==> src/rtl/pci_swz_pkg.sv <==
package pci_swz_pkg;

    localparam int NUM_LINES = 4;

    typedef enum logic [1:0] {
        MAP_SLOT    = 2'd0,
        MAP_SLOT_M1 = 2'd1,
        MAP_DIRECT  = 2'd2
    } map_mode_e;

endpackage

==> src/rtl/pci_swz_map.sv <==
module pci_swz_map
    import pci_swz_pkg::*;
#(
    parameter map_mode_e MAP_MODE = MAP_SLOT,
    parameter int        DEVFN_W  = 8
) (
    input  logic [DEVFN_W-1:0] devfn_i,
    input  logic [1:0]         pin_i,
    output logic [1:0]         line_o
);
    // Only the two low bits of the slot matter modulo four.
    logic [1:0] slot_lo;
    assign slot_lo = devfn_i[4:3];

    generate
        if (MAP_MODE == MAP_DIRECT) begin : g_direct
            assign line_o = pin_i;
        end else if (MAP_MODE == MAP_SLOT_M1) begin : g_slot_m1
            assign line_o = pin_i + slot_lo - 2'd1;
        end else begin : g_slot
            assign line_o = pin_i + slot_lo;
        end
    endgenerate
endmodule

==> src/rtl/pci_swz_state.sv <==
module pci_swz_state #(
    parameter int NUM_SRC = 1024,
    localparam int IDX_W  = $clog2(NUM_SRC)
) (
    input  logic             clk,
    input  logic             rst_n,
    input  logic             clear_i,
    input  logic             wr_i,
    input  logic [IDX_W-1:0] idx_i,
    input  logic             lvl_i,
    output logic             prev_o
);
    typedef struct packed {
        logic [NUM_SRC-1:0] bits;
    } st_t;

    st_t st_d, st_q;

    always_comb begin
        st_d = st_q;
        if (clear_i) begin
            st_d.bits = '0;
        end else if (wr_i) begin
            st_d.bits[idx_i] = lvl_i;
        end
    end

    always_ff @(posedge clk or negedge rst_n) begin
        if (!rst_n) st_q <= '0;
        else        st_q <= st_d;
    end

    assign prev_o = st_q.bits[idx_i];

    // the stored level is overwritten by the accepted event
    p_store_r5: assert property (@(posedge clk) disable iff (!rst_n)
        (wr_i && !clear_i) |=> (st_q.bits[$past(idx_i)] == $past(lvl_i)));

    // clear empties the whole array
    p_clear_state_r7: assert property (@(posedge clk) disable iff (!rst_n)
        clear_i |=> (st_q.bits == '0));
endmodule

==> src/rtl/pci_swz_count.sv <==
module pci_swz_count
    import pci_swz_pkg::*;
#(
    parameter int CNT_W   = 11,
    parameter int MAX_CNT = 1024
) (
    input  logic                 clk,
    input  logic                 rst_n,
    input  logic                 clear_i,
    input  logic                 upd_i,
    input  logic [1:0]           line_i,
    input  logic                 up_i,
    input  logic                 dn_i,
    output logic [NUM_LINES-1:0] irq_o
);
    typedef struct packed {
        logic [NUM_LINES-1:0][CNT_W-1:0] cnt;
    } cs_t;

    cs_t cs_d, cs_q;

    always_comb begin
        cs_d = cs_q;
        if (clear_i) begin
            cs_d.cnt = '0;
        end else if (upd_i) begin
            for (int n = 0; n < NUM_LINES; n++) begin
                if (line_i == n[1:0]) begin
                    if (up_i)      cs_d.cnt[n] = cs_q.cnt[n] + 1'b1;
                    else if (dn_i) cs_d.cnt[n] = cs_q.cnt[n] - 1'b1;
                end
            end
        end
    end

    always_ff @(posedge clk or negedge rst_n) begin
        if (!rst_n) cs_q <= '0;
        else        cs_q <= cs_d;
    end

    generate
        for (genvar g = 0; g < NUM_LINES; g++) begin : g_line
            assign irq_o[g] = |cs_q.cnt[g];

            // a decrement never finds the counter empty
            p_no_underflow_r9: assert property (@(posedge clk) disable iff (!rst_n)
                (upd_i && !clear_i && dn_i && line_i == g) |-> (cs_q.cnt[g] != '0));

            // an increment never passes the source population
            p_no_overflow_r9: assert property (@(posedge clk) disable iff (!rst_n)
                (upd_i && !clear_i && up_i && line_i == g) |-> (cs_q.cnt[g] < CNT_W'(MAX_CNT)));
        end
    endgenerate
endmodule

==> src/rtl/pci_irq_swizzle.sv <==
module pci_irq_swizzle
    import pci_swz_pkg::*;
#(
    parameter int        NUM_DEVFN = 256,
    parameter map_mode_e MAP_MODE  = MAP_SLOT,
    localparam int DEVFN_W = $clog2(NUM_DEVFN),
    localparam int NUM_SRC = NUM_DEVFN * 4,
    localparam int IDX_W   = $clog2(NUM_SRC),
    localparam int CNT_W   = $clog2(NUM_SRC) + 1
) (
    input  logic               clk,
    input  logic               rst_n,
    input  logic               bus_clear,
    input  logic               evt_valid,
    input  logic [DEVFN_W-1:0] evt_devfn,
    input  logic [1:0]         evt_pin,
    input  logic               evt_level,
    output logic [3:0]         bus_irq
);
    logic [1:0]       line;
    logic [IDX_W-1:0] src_idx;
    logic             prev_lvl;
    logic             accept;
    logic             step_up;
    logic             step_dn;

    assign src_idx = {evt_devfn, evt_pin};
    assign accept  = evt_valid && !bus_clear;
    assign step_up = evt_level && !prev_lvl;
    assign step_dn = !evt_level && prev_lvl;

    pci_swz_map #(
        .MAP_MODE (MAP_MODE),
        .DEVFN_W  (DEVFN_W)
    ) map_i (
        .devfn_i (evt_devfn),
        .pin_i   (evt_pin),
        .line_o  (line)
    );

    pci_swz_state #(
        .NUM_SRC (NUM_SRC)
    ) state_i (
        .clk     (clk),
        .rst_n   (rst_n),
        .clear_i (bus_clear),
        .wr_i    (evt_valid),
        .idx_i   (src_idx),
        .lvl_i   (evt_level),
        .prev_o  (prev_lvl)
    );

    pci_swz_count #(
        .CNT_W   (CNT_W),
        .MAX_CNT (NUM_SRC)
    ) count_i (
        .clk     (clk),
        .rst_n   (rst_n),
        .clear_i (bus_clear),
        .upd_i   (accept),
        .line_i  (line),
        .up_i    (step_up),
        .dn_i    (step_dn),
        .irq_o   (bus_irq)
    );

    // an asserting event leaves its line high after the edge
    p_raise_r6: assert property (@(posedge clk) disable iff (!rst_n)
        (accept && evt_level) |=> bus_irq[$past(line)]);

    // clear drops every line
    p_clear_r7: assert property (@(posedge clk) disable iff (!rst_n)
        bus_clear |=> (bus_irq == 4'b0000));

    // no strobe, no change
    p_idle_r8: assert property (@(posedge clk) disable iff (!rst_n)
        (!evt_valid && !bus_clear) |=> $stable(bus_irq));

    // a repeated level does not move the lines
    p_repeat_r4: assert property (@(posedge clk) disable iff (!rst_n)
        (accept && (evt_level == prev_lvl)) |=> $stable(bus_irq));
endmodule

==> config.mk <==
export PLATFORM = sky130hd
export DESIGN_NAME = pci_irq_swizzle
export DESIGN_NICKNAME = d
export VERILOG_FILES = /design/src/rtl/pci_swz_pkg.sv /design/src/rtl/pci_swz_map.sv /design/src/rtl/pci_swz_state.sv /design/src/rtl/pci_swz_count.sv /design/src/rtl/pci_irq_swizzle.sv
export SDC_FILE = /design/constraint.sdc
export NUM_CORES = 2
export LEC_CHECK = 0
export ABC_AREA = 1
export BUFFER_PORTS_ARGS = -buffer_cell sky130_fd_sc_hd__buf_2
export CAP_MARGIN = 20
export CELL_PAD_IN_SITES_DETAIL_PLACEMENT = 0
export CELL_PAD_IN_SITES_GLOBAL_PLACEMENT = 1
export CORE_MARGIN = 2
export CORE_UTILIZATION = 42
export DETAILED_ROUTE_END_ITERATION = 7
export PLACE_DENSITY = 0.71
export SLEW_MARGIN = 20
export SYNTH_ARGS = -nofsm -noshare
export SYNTH_HDL_FRONTEND = slang
export SYNTH_HIERARCHICAL = 1
export SYNTH_SLANG_ARGS = --single-unit
==> constraint.sdc <==
create_clock -name clk -period 8.4 [get_ports clk]
set_input_delay 0.84 -clock clk [delete_from_list [all_inputs] [get_ports clk]]
set_output_delay 0.84 -clock clk [all_outputs]
set_load 0.03 [all_outputs]
==> flow_metrics.tcl <==
set metrics [dict create \
    result_of_the_run "finished clean" \
    post_cts.repair.setup_buffers 0 \
    cts-root-to-sink-buffers 3 \
    p_sw_share_pct 28.78 \
    post-synth-top-area-fraction_pct 42.58 \
    globalRouteMet3Util_pct 5.583 \
    r2r_start "state_i/st_q[460]$_DFFE_PN0P_" \
    htreeDepth 4 \
    dominant_cell_type_by_area_after_synthesis "dfrtp_1" \
    critical_path_class "in2reg" \
    cts_sinks 1068 \
    worst_setup_hold_path_clk_slew_ns 0.05 \
    worst_ir_drop_vdd_mv 0.2034 \
    clockPowerShare_pct 46.8 \
    pin_count_of_the_biggest_net_entering_global_routing 218 \
    first_pass_grt_wire_length_um 384100 \
    cts_repair_resizes 0 \
    flow.area_growth_from_synthesis_pct 9.392 \
    pre_cts_slack_ns 1.601 \
    layout.cells.most_common_list "nand2_1 (2,669), nor2_1 (1,131), dfrtp_1 (1,068)" \
    slowest_stage "nor2_1" \
    rsz0062_at_grt "false" \
    ctsRootBufferMaster "clkbuf_16" \
    area_of_the_core_region_um2 148000 \
    timing_max_transition_violations_final 0 \
    finalCritPeriodShare_pct 73.20 \
    overall_global_routing_resource_usage_pct 33.15 \
    cts_tree "done" \
    dp_cells 10457 \
    yosysWarnings 6 \
    clkLatencyLatePin_ns 0.79 \
    tightest_slew_ns 1.348 \
    place_congestion 0.8806 \
    place_area_um2 64070 \
    pin_count 19 \
    critPathMaxStageDelay_ns 0.62 \
    holdCritPathClass "in2async" \
    period_minus_slack_ns 6.149 \
    layout.cells.most_common "nand2_1" \
    synth_seq_cells 1068 \
    dp_hpwl_um 137700 \
    finalHoldViolations 0 \
    kind_of_start_point_of_the_critical_path "input port" \
    synth.top_cells.by_area "dfrtp_1 (43%), nand2_1 (16%), o211ai_1 (10%)" \
    stdcell_area_um2 68650 \
    powerDensity_nw_per_um2 187.3 \
    syn-mean-instance-area_um2 6.934 \
    final_util_pct 46.38 \
    synth_nets 9107 \
    placement_rows 141 \
    setup_viol 0 \
    cpMostUsedCell "nand2_1" \
    grt_pass1_vias 58115 \
    clock-skew-final_ns 0.04107 \
    cellLeakagePower_nw 28.73 \
    syn_area_um2 62760 \
    grt_overflow_total 0 \
    synth-seq-area-share_pct 42.58 \
    synthDistinctLibCells 30 \
    pwr-share-comb_pct 11.9 \
    worstPathArrival_ns 6.82 \
    die_boundary_height_um 390.6 \
    crit_path_start "evt_pin[0]" \
    drtPass1Iterations 6 \
    max_cap_violations 0 \
    drc 0 \
    end_kind "flop" \
    average_wire_length_per_cell_after_detail_routing_um 23.81 \
    worst_ep_required_time_ns 9.08 \
    num_vias 60963 \
    cts_inserted_buffers 136 \
    number_of_antenna_violations_at_the_first_check_in_global_routing 16 \
    die-width_um 390.6 \
    critical_path_peak_fanout 94 \
    power.sequential.fraction_pct 41.3 \
    internal-power_mw 9.158 \
    achievable-frequency_mhz 162.6 \
    floorplan.initialDensity_pct 42.40 \
    synth_cells 9051 \
    net_switching_power_mw 3.702 \
    postRouteWirelength_um 254900 \
    port_buffers 18 \
    busiest_layer_in_global_routing "met2" \
    design.die.area_um2 152500 \
    post_cts_hold_buffer_count 0 \
    drt_antenna_net_count 0 \
    max-slew-margin-rel_pct 10.12 \
    grtUsageMet2_pct 52.53 \
    viasPerCell 5.694 \
    grt_util_met1_pct 45.45 \
    final_layout_size_suffix_gt1_share_pct 5.312 \
    drt_iter0_drc 6817 \
    final_net_count 8725 \
    setup_ws_ns 2.251 \
    final-instance-count-excl-fill 10707 \
    timing.setup.tns_ns 0 \
]
[sequential cells by signal (all words and copies together), names as in the netlist]
signal,count
count_i/cs_q,44
state_i/st_q,1024
[critical path: cells and delay by family]
family / cells / cell delay [ns]
and+or+nand+nor: 17 / 3.02
buffers and inverters: 8 / 2.29
AOI/OAI and AO/OA: 2 / 0.43
[final timing paths]
check                           cells past startpoint                       endpoint  slack [ns]
worst max register to register                     23   count_i/cs_q[26]$_DFFE_PN0P_        3.59
min in group clk                                    2   count_i/cs_q[31]$_DFFE_PN0P_        0.51
worst min-delay path                                1  state_i/st_q[289]$_DFFE_PN0P_        0.15
worst min register to register                      2   count_i/cs_q[31]$_DFFE_PN0P_        0.51
max in group asynchronous                           3  state_i/st_q[996]$_DFFE_PN0P_        6.19
worst max-delay path                               27   count_i/cs_q[26]$_DFFE_PN0P_        2.25
[cells by family after synthesis]
family | Yosys count | synth area share [%]
xor gates and xnor gates | 16 | 0.2233
buffers and inverters | 1769 | 10.69
AOI/OAI and AO/OA | 2107 | 20.59
DFF | 1068 | 42.58
and+or+nand+nor | 4050 | 25.04
adders and majority gates | 41 | 0.8652
[metal layers]
metal  up-vias  wire (um)
met3       486      19220
met1     29740     110000
met5         -         57
li1      28390          -
met4         8      10040
met2      2339     115600
[area by class of cell]
type                       count  area (um^2)
fill                       15143        79360
multi-input combinational   6214        29350
sequential                  1068        26730
inverter                    1100         4174
clock buffer                 205         4058
tap                         1930         2415
timing repair buffer         149         1481
clock inverter                36        432.9
antenna                        5        12.51
[synthesized netlist by cell type (all sizes together)]
master	instances
nor3	20
nor4	8
nor2	1164
clkinv	13
nand4	14
xnor2	7
o211ai	871
inv	1087
nand3	166
xor2	9
o22ai	156
buf	139
fa	4
a22o	1
dfrtp	1068
nand3b	8
o21ai	1031
clkbuf	530
ha	37
nand2	2670
a21oi	48
[power by group through the flow]
stage / combinational [mW] / sequential [mW] / clock [mW]
after floorplan: 0.940 / 5.38 / 0
after global routing: 1.68 / 5.32 / 6.32
after CTS: 1.52 / 5.31 / 6.11
after global placement: 1.54 / 5.41 / 0
final: 1.53 / 5.31 / 6.02
after detailed placement: 1.52 / 5.41 / 0
[per-stage QoR]
stage                     hold slack [ns]  power [mW]
final                              0.1511       12.86
after global routing               0.1893       13.33
after CTS                          0.1453       12.95
after detailed placement           0.4956       6.924
after global placement             0.4979       6.943
after floorplan                    0.4756       6.317
Note: power is estimated with default switching activity, not from simulation.
